==> config.mk <==
export PLATFORM = sky130hd
export DESIGN_NAME = instr_decoder
export DESIGN_NICKNAME = d
export VERILOG_FILES = /design/src/rtl/instr_dec_pkg.sv /design/src/rtl/instr_fields.sv /design/src/rtl/ctrl_main.sv /design/src/rtl/alu_sel.sv /design/src/rtl/instr_decoder.sv
export SDC_FILE = /design/constraint.sdc
export NUM_CORES = 1
export LEC_CHECK = 0
export CAP_MARGIN = 15
export CORE_AREA = 2 2 39 41
export DETAILED_ROUTE_END_ITERATION = 10
export DIE_AREA = 0 0 41 43
export DONT_BUFFER_PORTS = 1
export GPL_ROUTABILITY_DRIVEN = 0
export PLACE_DENSITY = 0.34
export REMOVE_ABC_BUFFERS = 1
export SLEW_MARGIN = 20
export SYNTH_ARGS = -nofsm -noshare
export SYNTH_HDL_FRONTEND = slang
export SYNTH_SLANG_ARGS = --single-unit
==> constraint.sdc <==
create_clock -name vclk -period 1.2
set_input_delay 0.18 -clock vclk [all_inputs]
set_output_delay 0.18 -clock vclk [all_outputs]
set_load 0.02 [all_outputs]
==> src/rtl/instr_dec_pkg.sv <==
package instr_dec_pkg;
  localparam int ILEN    = 32;
  localparam int OPC_W   = 7;
  localparam int F3_W    = 3;
  localparam int F7_W    = 7;
  localparam int ALUOP_W = 4;
  localparam int WB_W    = 2;

  localparam logic [OPC_W-1:0] OPC_REG    = 7'b0110011;
  localparam logic [OPC_W-1:0] OPC_IMM    = 7'b0010011;
  localparam logic [OPC_W-1:0] OPC_LOAD   = 7'b0000011;
  localparam logic [OPC_W-1:0] OPC_STORE  = 7'b0100011;
  localparam logic [OPC_W-1:0] OPC_BRANCH = 7'b1100011;
  localparam logic [OPC_W-1:0] OPC_JAL    = 7'b1101111;
  localparam logic [OPC_W-1:0] OPC_JALR   = 7'b1100111;

  localparam logic [F7_W-1:0] F7_ALT = 7'b0100000;

  typedef enum logic [ALUOP_W-1:0] {
    ALU_ADD  = 4'd0,  ALU_SUB  = 4'd1,  ALU_SLL = 4'd2,  ALU_SLT = 4'd3,
    ALU_SLTU = 4'd4,  ALU_XOR  = 4'd5,  ALU_SRL = 4'd6,  ALU_SRA = 4'd7,
    ALU_OR   = 4'd8,  ALU_AND  = 4'd9,  ALU_CEQ = 4'd10, ALU_CLT = 4'd11,
    ALU_CLTU = 4'd12
  } alu_op_e;

  typedef enum logic [WB_W-1:0] {
    WB_ALU = 2'd0, WB_MEM = 2'd1, WB_PC4 = 2'd2
  } wb_sel_e;

  typedef enum logic [2:0] {
    CLS_NONE, CLS_REG, CLS_IMM, CLS_ADDR, CLS_CMP
  } op_class_e;

  typedef struct packed {
    logic    reg_wr;
    logic    b_imm;
    logic    mem_rd;
    logic    mem_wr;
    logic    branch;
    logic    jump;
    logic    jump_reg;
    wb_sel_e wb;
  } ctrl_t;
endpackage

==> src/rtl/instr_fields.sv <==
module instr_fields
  import instr_dec_pkg::*;
#(
  parameter int W = ILEN
) (
  input  logic [W-1:0]     instr,
  output logic [OPC_W-1:0] opcode,
  output logic [F3_W-1:0]  funct3,
  output logic [F7_W-1:0]  funct7
);
  localparam int OPC_LSB = 0;
  localparam int F3_LSB  = 12;
  localparam int F7_LSB  = W - F7_W;
  localparam int MID_LSB = F3_LSB + F3_W;
  localparam int RD_LSB  = OPC_LSB + OPC_W;

  assign opcode = instr[OPC_LSB +: OPC_W];
  assign funct3 = instr[F3_LSB  +: F3_W];
  assign funct7 = instr[F7_LSB  +: F7_W];

  // register specifiers belong to the register file, not to control
  logic unused_fields;
  assign unused_fields = ^{instr[F7_LSB-1:MID_LSB], instr[F3_LSB-1:RD_LSB]};
endmodule

==> src/rtl/ctrl_main.sv <==
module ctrl_main
  import instr_dec_pkg::*;
(
  input  logic [OPC_W-1:0] opcode,
  output ctrl_t            ctrl,
  output op_class_e        cls
);
  always_comb begin
    ctrl = '0;
    ctrl.wb = WB_ALU;
    cls  = CLS_NONE;
    unique case (opcode)
      OPC_REG: begin
        ctrl.reg_wr = 1'b1;
        cls = CLS_REG;
      end
      OPC_IMM: begin
        ctrl.reg_wr = 1'b1;
        ctrl.b_imm  = 1'b1;
        cls = CLS_IMM;
      end
      OPC_LOAD: begin
        ctrl.reg_wr = 1'b1;
        ctrl.b_imm  = 1'b1;
        ctrl.mem_rd = 1'b1;
        ctrl.wb     = WB_MEM;
        cls = CLS_ADDR;
      end
      OPC_STORE: begin
        ctrl.b_imm  = 1'b1;
        ctrl.mem_wr = 1'b1;
        cls = CLS_ADDR;
      end
      OPC_BRANCH: begin
        ctrl.branch = 1'b1;
        cls = CLS_CMP;
      end
      OPC_JAL: begin
        ctrl.reg_wr = 1'b1;
        ctrl.jump   = 1'b1;
        ctrl.wb     = WB_PC4;
        cls = CLS_ADDR;
      end
      OPC_JALR: begin
        ctrl.reg_wr   = 1'b1;
        ctrl.jump     = 1'b1;
        ctrl.jump_reg = 1'b1;
        ctrl.b_imm    = 1'b1;
        ctrl.wb       = WB_PC4;
        cls = CLS_ADDR;
      end
      default: begin
        ctrl = '0;
        cls  = CLS_NONE;
      end
    endcase
  end

  always_comb begin
    if (cls == CLS_NONE)
      AST_UNKNOWN_QUIET: assert (ctrl == '0);
    if (ctrl.jump)
      AST_JUMP_LINKS: assert (ctrl.reg_wr && ctrl.wb == WB_PC4);
  end
endmodule

==> src/rtl/alu_sel.sv <==
module alu_sel
  import instr_dec_pkg::*;
(
  input  op_class_e       cls,
  input  logic [F3_W-1:0] funct3,
  input  logic [F7_W-1:0] funct7,
  output alu_op_e         alu_op,
  output logic            cmp_ok
);
  logic    alt;
  alu_op_e arith_op;

  assign alt = (funct7 == F7_ALT);

  // shared arithmetic map; the alternate form of 000 only counts for cls REG
  always_comb begin
    unique case (funct3)
      3'b000:  arith_op = (alt && cls == CLS_REG) ? ALU_SUB : ALU_ADD;
      3'b001:  arith_op = ALU_SLL;
      3'b010:  arith_op = ALU_SLT;
      3'b011:  arith_op = ALU_SLTU;
      3'b100:  arith_op = ALU_XOR;
      3'b101:  arith_op = alt ? ALU_SRA : ALU_SRL;
      3'b110:  arith_op = ALU_OR;
      default: arith_op = ALU_AND;
    endcase
  end

  always_comb begin
    alu_op = ALU_ADD;
    cmp_ok = 1'b0;
    unique case (cls)
      CLS_REG, CLS_IMM: alu_op = arith_op;
      CLS_CMP: begin
        cmp_ok = 1'b1;
        unique case (funct3[2:1])
          2'b00:   alu_op = ALU_CEQ;
          2'b10:   alu_op = ALU_CLT;
          2'b11:   alu_op = ALU_CLTU;
          default: begin
            alu_op = ALU_ADD;
            cmp_ok = 1'b0;
          end
        endcase
      end
      default: alu_op = ALU_ADD;
    endcase
  end

  always_comb begin
    if (cls == CLS_IMM && funct3 == 3'b000)
      AST_IMM_ADD_ONLY: assert (alu_op == ALU_ADD);
    if (cls == CLS_ADDR || cls == CLS_NONE)
      AST_ADDR_ADD: assert (alu_op == ALU_ADD);
  end
endmodule

==> src/rtl/instr_decoder.sv <==
module instr_decoder
  import instr_dec_pkg::*;
(
  input  logic [ILEN-1:0]    instr,
  output logic               reg_wr,
  output logic               b_imm,
  output logic               mem_rd,
  output logic               mem_wr,
  output logic [WB_W-1:0]    wb_sel,
  output logic               branch,
  output logic               jump,
  output logic               jump_reg,
  output logic [ALUOP_W-1:0] alu_op
);
  logic [OPC_W-1:0] opcode;
  logic [F3_W-1:0]  funct3;
  logic [F7_W-1:0]  funct7;
  ctrl_t            ctrl;
  op_class_e        cls;
  alu_op_e          op_sel;
  logic             cmp_ok;

  instr_fields #(.W(ILEN)) i_fields (
    .instr  (instr),
    .opcode (opcode),
    .funct3 (funct3),
    .funct7 (funct7)
  );

  ctrl_main i_main (
    .opcode (opcode),
    .ctrl   (ctrl),
    .cls    (cls)
  );

  alu_sel i_alu_sel (
    .cls    (cls),
    .funct3 (funct3),
    .funct7 (funct7),
    .alu_op (op_sel),
    .cmp_ok (cmp_ok)
  );

  assign reg_wr   = ctrl.reg_wr;
  assign b_imm    = ctrl.b_imm;
  assign mem_rd   = ctrl.mem_rd;
  assign mem_wr   = ctrl.mem_wr;
  assign wb_sel   = ctrl.wb;
  assign branch   = ctrl.branch & cmp_ok;
  assign jump     = ctrl.jump;
  assign jump_reg = ctrl.jump_reg;
  assign alu_op   = op_sel;

  always_comb begin
    AST_MEM_EXCL: assert (!(mem_rd && mem_wr));
    AST_REDIRECT_EXCL: assert (!(branch && jump));
    if (mem_wr)
      AST_STORE_NO_WB: assert (!reg_wr);
    if (branch)
      AST_BRANCH_NO_WB: assert (!reg_wr && !b_imm);
  end
endmodule

# ---- After elaboration in Yosys (flattened, before gate mapping)
# Cells that the tools add are included.
dict set report word_totals {
  wordCells 45
  input_bits 32
  reg_bits 0
  output_inout_bits 13
}
dict set report op_classes {
  mux 16
  bitwise 1
  n_reduce_logical 9
  eq_ne 19
}
# cell count
set op_table {}
lappend op_table {{case mux 4 bit (7 select lines)} 1}
lappend op_table {{== test 7 x 6 -> 1 bit (second input constant)} 3}
lappend op_table {{== test 7 bit (second input constant)} 3}
lappend op_table {{== test 3 bit (second input constant)} 4}
lappend op_table {{case mux 3 bit (4 select lines)} 1}
lappend op_table {{case mux 4 bit (3 select lines)} 1}
lappend op_table {{two-way mux 1 bit} 11}
lappend op_table {{== test 3 x 2 -> 1 bit (second input constant)} 3}
lappend op_table {{case mux 4 bit (2 select lines)} 1}
lappend op_table {{OR reduction 4 bit} 2}
lappend op_table {{== test 7 x 2 -> 1 bit (second input constant)} 1}
lappend op_table {{== test 7 x 5 -> 1 bit (second input constant)} 1}
lappend op_table {{== test 3 x 1 -> 1 bit (second input constant)} 2}
lappend op_table {{OR reduction 5 bit} 1}
lappend op_table {{== test 2 bit (second input constant)} 2}
lappend op_table {{case mux 2 bit (2 select lines)} 1}
lappend op_table {{OR reduction 2 bit} 2}
lappend op_table {{zero test 3 bit} 1}
lappend op_table {{OR reduction 3 bit} 1}
lappend op_table {{zero test 2 bit} 1}
lappend op_table {{bitwise AND 1 bit} 1}
lappend op_table {{logical AND 1 bit} 1}

# ---- Depth between registers and ports, before layout
dict set report depth {
  depth_word 8
  ltp_mapped 5
  mapped_depth_nobuf 5
}

# ---- Modules after synthesis
# A second synthesis with hierarchy kept.
dict set report hier_totals {
  hier_cells 71
  hier_area_um2 465.4
}
# mod seq_area_each_um2 cells_per_inst instances area_per_inst_um2
set modules_own_cells {}
lappend modules_own_cells {alu_sel 0.0 29 1 191.4}
lappend modules_own_cells {ctrl_main 0.0 24 1 140.1}
lappend modules_own_cells {instr_fields 0.0 17 1 127.6}
lappend modules_own_cells {instr_decoder 0.0 1 1 6.3}

# ---- Least setup slack after synthesis
# No wires, ideal clock.
dict set report synth_path {
  path_kind {input to output}
  startpoint {input instr[6]}
  endpoint {output mem_wr}
  t_arrival_ns 1.291
  t_required_ns 1.020
  stages 2
  path_buffers 0
  slack_ns -0.271
  cell_sequence {or4_4 -> nor3b_1}
}
dict set report synth_between {
  elab_chain_len 2
}
# element line
set synth_lines {}
lappend synth_lines {{from (decl)} instr_decoder.sv:4} ;# input logic [ILEN-1:0] instr,
lappend synth_lines {{== test 7 x 6 -> 1 bit} ctrl_main.sv:12} ;# unique case (opcode)
lappend synth_lines {{two-way mux 1 bit} ctrl_main.sv:12}
lappend synth_lines {{to (decl)} instr_decoder.sv:8} ;# output logic mem_wr,
# Every way passes these cells.

# ---- Worst setup path in the final report
dict set report layout_path {
  startpoint {input instr[6]}
  endpoint {output reg_wr}
}
dict set report layout_between {
  elab_chain_len 3
  word_cells_on_any_way 7
  cone_classes {eq/ne (5); mux (1); reduce/logical (1)}
}
# element line
set layout_lines {}
lappend layout_lines {{== test 7 x 6 -> 1 bit, or another cell as far along} ctrl_main.sv:12}
lappend layout_lines {{OR reduction 5 bit (no source line) *} n/a}
lappend layout_lines {{two-way mux 1 bit *} ctrl_main.sv:12}
lappend layout_lines {{to (decl)} instr_decoder.sv:5} ;# output logic reg_wr,
# Mark *: on every way between the ends. The rest lies on a longest branch, timed or not.

==> flow_metrics.env <==
export IMPL_power_leakage_uw=0.000173
export IMPL_cp_arrival_ps=1070
export IMPL_avgSynthCellArea_um2=6.32
export IMPL_cp_start_kind="primary input"
export IMPL_stdcell_area_um2=409
export IMPL_multi_input_area_um2=280
export IMPL_grt_pass1_wl_um=1090
export IMPL_n_fill_cell=157
export IMPL_rsz0062_at_grt="yes"
export IMPL_drive_above_1_share_pct=51.0
export IMPL_setup_tns_ps=-190
export IMPL_grt_usage_pct=8.10
export IMPL_fin_crit_sh_pct=104
export IMPL_pre_cts_ws_ps=-96.7
export IMPL_slew_headroom_pct=84.2
export IMPL_drt_iter0_markers=0
export IMPL_period_needed_ps=1250
export IMPL_finalHoldViolCount=0
export IMPL_worstPathRequired_ps=1020
export IMPL_slew_violations=0
export IMPL_ys_types=25
export IMPL_antenna_found_initial=0
export IMPL_row_count=14
export IMPL_synthCells=39
export IMPL_overflow=0
export IMPL_ys_seq_area_share_pct=0
export IMPL_synth_area_um2=246
export IMPL_crit_chain="or4_4 -> nor3_4 -> or3_4"
export IMPL_fp_dieW_um=41
export IMPL_vias=325
export IMPL_seqCellArea_um2=0
export IMPL_dpl_cell_area_um2=349
export IMPL_start_util_pct=17.8
export IMPL_yosys_warnings=0
export IMPL_hold_start="instr[4]"
export IMPL_grt_pass1_vias=251
export IMPL_violations="setup timing"
export IMPL_vdd_drop_max_v=0.0000409
export IMPL_p_per_area_nw_per_um2=149
export IMPL_drc=0
export IMPL_cp_end_kind="output pin"
export IMPL_insertedDiodeCount=0
export IMPL_areaGrowthSynthToFinish_pct=66.0
export IMPL_portBuffers=0
export IMPL_wl_per_cell_um=10.8
export IMPL_die_y_um=43
export IMPL_dieArea_um2=1760
export IMPL_ios=45
export IMPL_finalSetupViolations=5
export IMPL_grt_max_degree=9
export IMPL_setup_ws_ps=-50.6
export IMPL_max_freq_mhz=800
export IMPL_layoutNonFillerInstCount=67
export IMPL_drtPass1Iterations=1
export IMPL_ant_nets=0
export IMPL_coreArea_um2=1380
export IMPL_critPathKind="in2out"
export IMPL_drt_wl_total_um=724
export IMPL_cts_hold_repair_buffers=0
export IMPL_dp_hpwl_um=614
export IMPL_cpMaxStageDelayCell="or4_4"
export IMPL_min_path_cells=2
export IMPL_cp_max_fo=3
export IMPL_dp_cells=66
export IMPL_worstMarginPinSlew_ps=237
export IMPL_status="finished with violations"
export IMPL_max_cap_viol_count=0
export IMPL_seq_cell_count=0
export IMPL_critPathMaxStageDelay_ps=560
export IMPL_final_nets=85
export IMPL_post_drt_via_cell_ratio=4.85
export IMPL_whs_endpoint="mem_rd"
export IMPL_finalPower_uw=60.8
export IMPL_hp_class="in2out"
export IMPL_clock_buffers=0
[through the flow]
stage,hold WS (ps),util [%]
after CTS,515,26.9
after floorplan,415,-
after detailed placement,525,25.2
after global routing,522,29.6
after global placement,527,25.2
final,515,29.6
[cell families (layout without fill, tap and decap cells)]
family	Yosys count	in the layout	synth area share, %
buffers and inverters	3	15	6.09
and+or+nand+nor	26	26	67.5
AOI/OAI and AO/OA	10	10	26.4
[timing repair]
item | 4_1_cts | 5_1_grt
pin swaps | 6 | 3
cloned | 0 | 0
endpoints found under the setup margin | 9 | 9
gates resized for setup | 6 | 6
buffers inserted | 0 | 1
hold endpoints to repair | 0 | 0
[critical path: cells and delay by family]
| kind | cells | cell delay [ps] |
|---|---|---|
| and+or+nand+nor | 3 | 890 |
[cells in the final DEF (no fill, tap or decap), types with 2 or more instances in the layout]
master	synthesis	layout
buf_4	1	12
nor2b_1	3	3
o22ai_1	2	2
inv_1	2	2
nor2_1	4	3
nand3b_1	3	3
nand2_1	5	4
a21oi_1	2	2
[worst max path at each step]
stage,depth (start not counted),from,to
after floorplan,3,instr[6],reg_wr
after CTS,3,instr[6],reg_wr
after global placement,3,instr[6],reg_wr
final,3,instr[6],reg_wr
after global routing,3,instr[6],mem_wr
after detailed placement,3,instr[6],mem_wr
[cells in the mapped netlist, types with 2 or more instances]
library cell  number  share of area [%]
inv_1              2                3.0
o22ai_1            2                5.1
nand2_1            5                7.6
nand3b_1           3                9.1
nor2b_1            3                7.6
nor2_1             4                6.1
a21oi_1            2                4.1
[per-layer routing]
metal	GRT usage [%]	share of wire [%]	up-vias	routed length (µm)
met5	0	0	-	0
li1	-	-	171	-
met2	14.4	61	4	440
met1	10.8	36	150	261
met3	0.524	3.0	0	22
met4	0	0	0	0
[power by group]
part           internal (µW)  switching (µW)  total, µW
logic                   34.8            26.0       60.8
registers                  0               0          0
clock network              0               0          0
total                   34.8            26.0       60.8
[layout make-up]
type	instances	share of cell area, %
inverter	2	1.83
multi-input combinational	36	68.5
tap	16	4.89
timing repair buffer	13	24.8
No activity file was read; power rests on OpenSTA's default activity.
